--- config.mk ---
export PLATFORM = sky130hd
export DESIGN_NAME = stat_sched_cpu
export DESIGN_NICKNAME = d
export VERILOG_FILES = /design/src/rtl/ssc_pkg.sv /design/src/rtl/ssc_fetch.sv /design/src/rtl/ssc_regfile.sv /design/src/rtl/ssc_exec.sv /design/src/rtl/stat_sched_cpu.sv
export SDC_FILE = /design/constraint.sdc
export NUM_CORES = 1
export LEC_CHECK = 0
export BUFFER_PORTS_ARGS = -buffer_cell sky130_fd_sc_hd__clkbuf_2
export CORE_MARGIN = 2
export CORE_UTILIZATION = 27
export DETAILED_ROUTE_END_ITERATION = 8
export PLACE_DENSITY = 0.77
export SETUP_SLACK_MARGIN = 0.2
export SYNTH_ARGS = -nofsm -noshare
export SYNTH_HDL_FRONTEND = slang
export SYNTH_SLANG_ARGS = --single-unit
--- constraint.sdc ---
create_clock -name clk -period 1.2 [get_ports clk]
set_input_delay 0.12 -clock clk [delete_from_list [all_inputs] [get_ports clk]]
set_output_delay 0.12 -clock clk [all_outputs]
set_load 0.01 [all_outputs]
--- src/rtl/ssc_pkg.sv ---
package ssc_pkg;
  typedef enum logic [2:0] {
    OP_NOP    = 3'd0,
    OP_ADD    = 3'd1,
    OP_SUB    = 3'd2,
    OP_MUL    = 3'd3,
    OP_SHIFT  = 3'd4,
    OP_COPY   = 3'd5,
    OP_INPUT  = 3'd6,
    OP_OUTPUT = 3'd7
  } op_e;

  localparam int OPC_W = 3;
endpackage

--- src/rtl/ssc_fetch.sv ---
module ssc_fetch
  import ssc_pkg::*;
#(
  parameter int ROM_DEPTH = 16,
  parameter int REG_W = 4,
  parameter int INSN_W = OPC_W + 3 * REG_W,
  parameter logic [ROM_DEPTH*INSN_W-1:0] ROM_INIT = '0
) (
  input  logic             clk,
  input  logic             rst_n,
  input  logic             start,
  output logic             ready,
  output logic             issue,
  output op_e              op,
  output logic [REG_W-1:0] fld_a,
  output logic [REG_W-1:0] fld_b,
  output logic [REG_W-1:0] fld_exit
);
  localparam int PC_W = (ROM_DEPTH > 1) ? $clog2(ROM_DEPTH) : 1;
  localparam logic [PC_W-1:0] PC_LAST = PC_W'(ROM_DEPTH - 1);

  logic [INSN_W-1:0] rom [ROM_DEPTH];
  logic [PC_W-1:0]   pc;
  logic              running;
  logic [INSN_W-1:0] word;

  for (genvar g = 0; g < ROM_DEPTH; g++) begin : g_rom
    assign rom[g] = ROM_INIT[g*INSN_W +: INSN_W];
  end

  always_ff @(posedge clk) begin
    if (!rst_n) begin
      running <= 1'b0;
      pc      <= '0;
    end else if (!running) begin
      running <= start;
      pc      <= '0;
    end else if (pc == PC_LAST) begin
      running <= 1'b0;
      pc      <= '0;
    end else begin
      pc <= pc + 1'b1;
    end
  end

  assign word     = running ? rom[pc] : '0;
  assign op       = op_e'(word[OPC_W-1:0]);
  assign fld_a    = word[OPC_W +: REG_W];
  assign fld_b    = word[OPC_W+REG_W +: REG_W];
  assign fld_exit = word[OPC_W+2*REG_W +: REG_W];
  assign ready    = !running;
  assign issue    = running;
endmodule

--- src/rtl/ssc_regfile.sv ---
module ssc_regfile #(
  parameter int DEPTH = 16,
  parameter int DATA_W = 32,
  parameter int AW = 4,
  parameter logic [DEPTH*DATA_W-1:0] INIT = '0
) (
  input  logic              clk,
  input  logic              rst_n,
  input  logic [AW-1:0]     ra_a,
  input  logic [AW-1:0]     ra_b,
  input  logic              we,
  input  logic [AW-1:0]     wa,
  input  logic [DATA_W-1:0] wd,
  output logic [DATA_W-1:0] rd_a,
  output logic [DATA_W-1:0] rd_b
);
  logic [DATA_W-1:0] mem [DEPTH];

  for (genvar g = 0; g < DEPTH; g++) begin : g_word
    always_ff @(posedge clk) begin
      if (!rst_n)
        mem[g] <= INIT[g*DATA_W +: DATA_W];
      else if (we && wa == AW'(g))
        mem[g] <= wd;
    end
  end

  assign rd_a = mem[ra_a];
  assign rd_b = mem[ra_b];
endmodule

--- src/rtl/ssc_exec.sv ---
module ssc_exec
  import ssc_pkg::*;
#(
  parameter int DATA_W = 32,
  parameter int REG_W = 4,
  parameter int MUL_STAGES = 2
) (
  input  logic              clk,
  input  logic              rst_n,
  input  logic              issue,
  input  op_e               op,
  input  logic [REG_W-1:0]  imm,
  input  logic [DATA_W-1:0] opa,
  input  logic [DATA_W-1:0] opb,
  input  logic [DATA_W-1:0] in_data,
  output logic              alu_done,
  output logic [DATA_W-1:0] alu_res,
  output logic              mul_done,
  output logic [DATA_W-1:0] mul_res,
  output logic              out_valid,
  output logic [DATA_W-1:0] out_data
);
  logic signed [REG_W-1:0] amt;
  logic [REG_W-1:0]        mag;
  logic [DATA_W-1:0]       shifted;
  logic [DATA_W-1:0]       alu_next;
  logic                    lat1;
  logic [DATA_W-1:0]       mul_lo;
  logic [MUL_STAGES-1:0]   ms_v;
  logic [DATA_W-1:0]       ms_d [MUL_STAGES];

  assign amt = $signed(imm);
  assign mag = amt[REG_W-1] ? REG_W'(-amt) : imm;

  always_comb begin
    if (amt[REG_W-1])
      shifted = $signed(opb) >>> mag;
    else
      shifted = opb << mag;
  end

  always_comb begin
    case (op)
      OP_ADD:   alu_next = opa + opb;
      OP_SUB:   alu_next = opa - opb;
      OP_COPY:  alu_next = opa;
      OP_INPUT: alu_next = in_data;
      OP_SHIFT: alu_next = shifted;
      default:  alu_next = '0;
    endcase
  end

  assign lat1 = issue && (op inside {OP_ADD, OP_SUB, OP_COPY, OP_INPUT, OP_SHIFT});

  always_ff @(posedge clk) begin
    if (!rst_n) begin
      alu_done <= 1'b0;
      alu_res  <= '0;
    end else begin
      alu_done <= lat1;
      if (lat1)
        alu_res <= alu_next;
    end
  end

  assign mul_lo = opa * opb;

  for (genvar s = 0; s < MUL_STAGES; s++) begin : g_mul
    if (s == 0) begin : g_first
      always_ff @(posedge clk) begin
        if (!rst_n) begin
          ms_v[0] <= 1'b0;
          ms_d[0] <= '0;
        end else begin
          ms_v[0] <= issue && (op == OP_MUL);
          ms_d[0] <= mul_lo;
        end
      end
    end else begin : g_next
      always_ff @(posedge clk) begin
        if (!rst_n) begin
          ms_v[s] <= 1'b0;
          ms_d[s] <= '0;
        end else begin
          ms_v[s] <= ms_v[s-1];
          ms_d[s] <= ms_d[s-1];
        end
      end
    end
  end

  assign mul_done = ms_v[MUL_STAGES-1];
  assign mul_res  = ms_d[MUL_STAGES-1];

  always_ff @(posedge clk) begin
    if (!rst_n) begin
      out_valid <= 1'b0;
      out_data  <= '0;
    end else begin
      out_valid <= issue && (op == OP_OUTPUT);
      if (issue && (op == OP_OUTPUT))
        out_data <= opa;
    end
  end
endmodule

--- src/rtl/stat_sched_cpu.sv ---
module stat_sched_cpu
  import ssc_pkg::*;
#(
  parameter int DATA_W = 32,
  parameter int MUL_STAGES = 2,
  parameter int ROM_DEPTH = 16,
  parameter int RAM_DEPTH = 16,
  localparam int REG_W = $clog2(RAM_DEPTH),
  localparam int INSN_W = OPC_W + 3 * REG_W,
  parameter logic [ROM_DEPTH*INSN_W-1:0] ROM_INIT = '0,
  parameter logic [RAM_DEPTH*DATA_W-1:0] RAM_INIT = '0
) (
  input  logic              clk,
  input  logic              rst_n,
  input  logic              start,
  output logic              ready,
  input  logic [DATA_W-1:0] in_data,
  output logic [DATA_W-1:0] out_data,
  output logic              out_valid
);
  logic              issue;
  op_e               op;
  logic [REG_W-1:0]  fld_a;
  logic [REG_W-1:0]  fld_b;
  logic [REG_W-1:0]  fld_exit;
  logic [DATA_W-1:0] opa;
  logic [DATA_W-1:0] opb;
  logic              alu_done;
  logic [DATA_W-1:0] alu_res;
  logic              mul_done;
  logic [DATA_W-1:0] mul_res;
  logic              wb_en;
  logic [DATA_W-1:0] wb_data;

  ssc_fetch #(
    .ROM_DEPTH(ROM_DEPTH),
    .REG_W    (REG_W),
    .INSN_W   (INSN_W),
    .ROM_INIT (ROM_INIT)
  ) u_fetch (
    .clk     (clk),
    .rst_n   (rst_n),
    .start   (start),
    .ready   (ready),
    .issue   (issue),
    .op      (op),
    .fld_a   (fld_a),
    .fld_b   (fld_b),
    .fld_exit(fld_exit)
  );

  ssc_regfile #(
    .DEPTH (RAM_DEPTH),
    .DATA_W(DATA_W),
    .AW    (REG_W),
    .INIT  (RAM_INIT)
  ) u_regs (
    .clk  (clk),
    .rst_n(rst_n),
    .ra_a (fld_a),
    .ra_b (fld_b),
    .we   (wb_en),
    .wa   (fld_exit),
    .wd   (wb_data),
    .rd_a (opa),
    .rd_b (opb)
  );

  ssc_exec #(
    .DATA_W    (DATA_W),
    .REG_W     (REG_W),
    .MUL_STAGES(MUL_STAGES)
  ) u_exec (
    .clk      (clk),
    .rst_n    (rst_n),
    .issue    (issue),
    .op       (op),
    .imm      (fld_a),
    .opa      (opa),
    .opb      (opb),
    .in_data  (in_data),
    .alu_done (alu_done),
    .alu_res  (alu_res),
    .mul_done (mul_done),
    .mul_res  (mul_res),
    .out_valid(out_valid),
    .out_data (out_data)
  );

  assign wb_en   = issue && (alu_done || mul_done);
  assign wb_data = alu_done ? alu_res : mul_res;
endmodule

### Yosys cells after proc, flatten, opt, wreduce, memory -nomap -nowiden

Memories as Yosys holds them, arrays and structs flattened.
Index checks and enable logic that the tools add are counted.

* bits in writable memories: 576
* memories kept: 3
* bits in registers: 73
* output and inout bits: 34
* bits of input ports: 35
* ROM bits: 240
* word-level logic and storage cells: 165

Memories
* u_regs.mem: depth 16, width 32, read ports 2, clocked after Yosys merged registers in 0, wr ports 16, line ssc_regfile.sv:17 `logic [DATA_W-1:0] mem [DEPTH];`
* (name not given): depth 16, width 15, read ports 1, clocked after Yosys merged registers in 0, wr ports 0, line ssc_fetch.sv:46 `assign word = running ? rom[pc] : '0;`
* u_exec.ms_d: depth 2, width 32, read ports 2, clocked after Yosys merged registers in 0, wr ports 2, line ssc_exec.sv:30 `logic [DATA_W-1:0] ms_d [MUL_STAGES];`

* $mul: 1
* muxes and demuxes: 77
* add/sub/neg operators: 4
* $lt $le $gt $ge: 1
* bitwise logic cells: 21
* reductions and logical operators: 25
* eq/ne operators: 23
* shifts and indexed selects: 2

Operators with widths (count)
* $mux W32: 20
* $pmux W32 S5: 1
* $mux W1: 52
* $mux W15: 3
* $eq A4 B4 Y1 const B: 9
* $add A32 B32 Y32: 1
* $mul A32 B32 Y32: 1
* $shl A32 B4 Y32: 1
* $sshr A32 B4 Y32: 1
* $sub A32 B32 Y32: 1
* $logic_and A1 B1 Y1: 20
* $or A1 B1 Y1: 18
* $eq A4 B3 Y1 const B: 4
* $eq A3 B3 Y1 const B: 4
* $eq A4 B2 Y1 const B: 2
* $eq A3 B2 Y1 const B: 2
* $ge A5 B5 Y1 const B: 1
* $not A4 Y5: 1
* $reduce_bool A5 Y1: 1
* $add A4 B1 Y4 const B: 1
* $eq A4 B1 Y1 const B: 1
* $logic_not A4 Y1: 1
* $mux W4: 1
* $neg A4 Y4: 1
* other kinds (5): 6

### Longest topological paths before layout

* word-level depth: 11
* gate-level depth with buffers: 4
* mapped depth without buffers: 4

### Cells and area by module

Synthesis repeated with hierarchy kept, for this count alone.

* cell total of the unflattened synthesis: 4671
* area, all modules: 52846.9 um^2

By module, submodules not included
* ssc_regfile: cells an instance 1693, area an instance 26538.0 um^2, instances 1, seq. area each 15374.7 um^2
* ssc_exec: cells an instance 2906, area an instance 25458.2 um^2, instances 1, seq. area each 2642.5 um^2
* stat_sched_cpu: cells an instance 37, area an instance 548.0 um^2, instances 1, seq. area each 0.0 um^2
* ssc_fetch: cells an instance 35, area an instance 302.8 um^2, instances 1, seq. area each 100.1 um^2

### Worst setup path before layout

Ideal clock, no wire load.

* kind: flip-flop to flip-flop
* start point: reg u_fetch.pc[0]
* end point: reg u_fetch.pc[2]
* arrival time: 822 ps
* buffers on the path: 0
* required time: 1084 ps
* setup time: 116 ps
* clock period less this slack: 937 ps
* cell stages (with the launch flop): 4
* setup slack: 263 ps
* cells stage by stage: dfxtp_1 ha_1 xor2_1 and3_1

* longest elaborated chain between the ends: 2
* elaborated cells on any way between the ends: 3
* classes of those cells: 1 x add/sub; 1 x eq/ne; 1 x reduce/logical

Ends and longest elaborated chain
* from (decl): line ssc_fetch.sv:23 `logic [PC_W-1:0] pc;`
* from (signal assigned): line ssc_fetch.sv:42 `pc <= pc + 1'b1;`
* branches (longest 2 deep; another with $add A4 B1 Y4)

Parallel ways; which one is timed is not known.
A chain may end at the register's enable or synchronous reset.

### Worst setup path in the final report

* start point: reg u_fetch.pc[1]
* end point: reg u_fetch.pc[2]

The elaborated chain is that of the path after synthesis.

==> run summary <==
TritonCTS built the clock tree. In this run the horizontal extent of the chip is 44.04 µm. The total half-perimeter wirelength after legalization and detailed placement came out at 392.6 µm. The total CTS buffers is 3.

The starting density of the core came out at 28.74%. The worst setup path is launched from a flip-flop. The max-capacitance violation count came out at 0. For the worst setup path, the data arrival time is 1080 ps. The leakage power figure came out at 0.2216 nW. Tracing the worst setup path back leads to its startpoint at u_fetch.pc[1]$_SDFF_PP0_. The synthesized design contains 5 register bits. Power spread over the standard cell area amounts to 1187 nW/µm².

0 antenna diodes ended up in the layout. The total number of H-tree levels came out at 1. The highest-delay cell along the critical path is sky130_fd_sc_hd__dfxtp_1. The area of the mapped netlist is 432.9 µm². By area the synthesized netlist is led by sky130_fd_sc_hd__buf_4, sky130_fd_sc_hd__dfxtp_1, sky130_fd_sc_hd__nand3_1. The longest individual stage delay on the worst path is 310 ps. The endpoint of the worst-slack reg-to-reg timing path is u_fetch.pc[2]$_SDFF_PP0_. Averaged over all synthesized cells, the footprint is 8.168 µm². The placer's final routability congestion estimate came out at 0.5869. The count of distinct cell types in the synthesized netlist is 11. For this run, the share of the core covered by cells in the final layout is 24.83%.

The end of the critical path is u_fetch.pc[2]$_SDFF_PP0_. For this run, the detailed router's first-pass iteration total came to 1. The maximum number of pins on one net before global-route repair came out at 5. The path class of the tightest hold or removal check is in2reg. The total routing usage reported by global routing is 5.823%. Dividing the detail-routed wire length by the instance count gives 6.547 µm. The count of input and output buffers is 3. In the final design database the tool counted 96 nets. The fraction of layout cells with a size suffix above 1 is 15.25%. The floorplan die area is 1940 µm². The total vias in the final route is 232. The cell at the root of the clock tree is sky130_fd_sc_hd__clkbuf_4. The hold violation total from the final report came out at 0. The signal on the critical path passes through ha_2 -> xor2_1 -> and3_1. Setup repair after global routing could not meet its margin everywhere.

The slack of the worst reg-to-reg path came out at 250 ps. The sink count of the clock tree came out at 5. The cell count after synthesis came out at 53.

The total congestion overflow after global routing is 0. The final worst clock skew came out at 0.9026 ps. The biggest area contributor in the post-synthesis netlist is sky130_fd_sc_hd__buf_4. The area of the core is 1506 µm².

The number of global-route vias before repair came out at 169. The clock network latency to the later pin of the worst-skew pair came out at 240 ps. The setup TNS is 0 ps.

The final-layout worst hold slack is 109.5 ps. The clock passes through at most 2 buffers. The top-level I/O count is 69. In this run the worst path has a maximum fanout of 2. The total routed wirelength came out at 491 µm. The setup violation total in the final timing report came out at 0. The number of remaining DRC errors is 0.

The worst-case IR drop observed on VDD is 0.0005374 V. The die extent in y came out at 44.04 µm. The final critical path takes up 78.81% of the cycle. The initial antenna violation count came to 0. The clock-pin transition on the worst setup and hold timing paths came out at 40 ps. The worst setup path is of the reg2reg kind. The warning count from the yosys run came out at 0. The final period demand of the worst path is 945.8 ps. STA classifies the critical path endpoint as a flip-flop.

The reg-to-reg critical path startpoint is u_fetch.pc[1]$_SDFF_PP0_. The area growth from synthesis to layout came out at -13.58%. Once detail routing completed, the nets flagged for antenna violations numbered 0.

The via-per-instance ratio is 3.093. The number of design-rule violations left by the first detailed-router iteration came out at 0. The worst reg2reg path depth came out at 3.

The fraction of synthesized cell area taken by the top area cell type came out at 57.23%. The flow ran to the end, and the final reports show no timing, DRC or antenna violations. The sequential fraction of the synthesis area is 23.12%. The required time of the critical path is 1330 ps. The number of rows created at floorplan came out at 14.

The highest clock rate is 1057 MHz. The first global-routing pass estimated 676 µm of wire. The number of slew-limit violations in the final report came out at 0.
-- worst max-delay path, delay by kind of cell, from the launching register on --
| kind | cells | cell delay, ps |
|---|---|---|
| AND/OR/NAND/NOR | 1 | 180 |
| XOR/XNOR | 1 | 150 |
| flip-flops | 1 | 310 |
| adder cells (fa/ha/maj) | 1 | 190 |
-- layout make-up --
class                      instances  area [µm²]
fill                             178        1132
clock buffer                       4       26.28
sequential                         5       100.1
timing repair buffer               3       15.01
inverter                           2       7.507
tap                               16       20.02
multi-input combinational         45       205.2
-- synthesized netlist by cell type --
cell type and count:
sky130_fd_sc_hd__dfxtp_1 5, sky130_fd_sc_hd__nand2_1 1, sky130_fd_sc_hd__and3_1 1, sky130_fd_sc_hd__nand3_1 4, sky130_fd_sc_hd__ha_1 1, sky130_fd_sc_hd__conb_1 1
sky130_fd_sc_hd__nor2_2 1, sky130_fd_sc_hd__nor2_1 2, sky130_fd_sc_hd__buf_4 33, sky130_fd_sc_hd__xor2_1 2, sky130_fd_sc_hd__inv_1 2
-- placed cells by master (no fill, tap or decap), drive strengths merged --
master / count
clkbuf: 7
nand3: 4
inv: 2
nor2: 3
ha: 1
xor2: 2
nand2: 1
and3: 1
dfxtp: 5
conb: 33
-- metal layers --
layer	part of all wire (%)	vias up	track usage, %	wire (µm)
met5	0	-	0	0
met4	0	0	3.636	0
met3	19	0	7.347	95
met2	49	23	8.529	243
met1	31	100	4.000	151
li1	-	109	-	-
-- stage by stage --
step	total power, mW	instances	worst slack (ps)	instance area (µm²)
6_report	0.4442	75	254.2	374.1
5_1_grt	0.4803	75	188.7	374.1
3_3_place_gp	0.2476	71	249.3	340.3
4_1_cts	0.4525	75	230.8	369.1
3_5_place_dp	0.2501	71	214.8	340.3
2_1_floorplan	0.3187	85	262.8	553.0
-- cells by family after synthesis --
kind of cell / share of synthesized area, %
adder cells (fa/ha/maj): 2.890
AND/OR/NAND/NOR: 10.12
buffers and inverters: 58.96
flip-flops: 23.12
XOR/XNOR: 4.047
other: 0.8662
-- worst min-delay path by stage --
stage,start,to,cells past startpoint
after global routing,start,u_fetch.issue$_SDFF_PN0_,3
final,start,u_fetch.issue$_SDFF_PN0_,3
after CTS,start,u_fetch.issue$_SDFF_PN0_,3
after detailed placement,start,u_fetch.issue$_SDFF_PN0_,3
after global placement,start,u_fetch.issue$_SDFF_PN0_,3
after floorplan,start,u_fetch.issue$_SDFF_PN0_,2
-- state kept, by name, summed over array words and instances, names as in the netlist --
signal	cells
u_fetch.pc	4
u_fetch.issue	1
-- repair_timing --
action                                  4_1_cts  5_1_grt
cloned                                        0        0
hold buffers                                  0        0
endpoints found under the setup margin        1        5
gates resized for setup                       1        1
setup buffers                                 0        0
pin swaps                                     0        1
-- where the power goes --
group / switching (mW) / internal [mW] / leakage, nW
Sequential: 0.00617 / 0.174 / 0.0408
Combinational: 0.0601 / 0.00998 / 0.166
Clock: 0.0680 / 0.126 / 0.0150
Power figures use the tool's default switching activity.
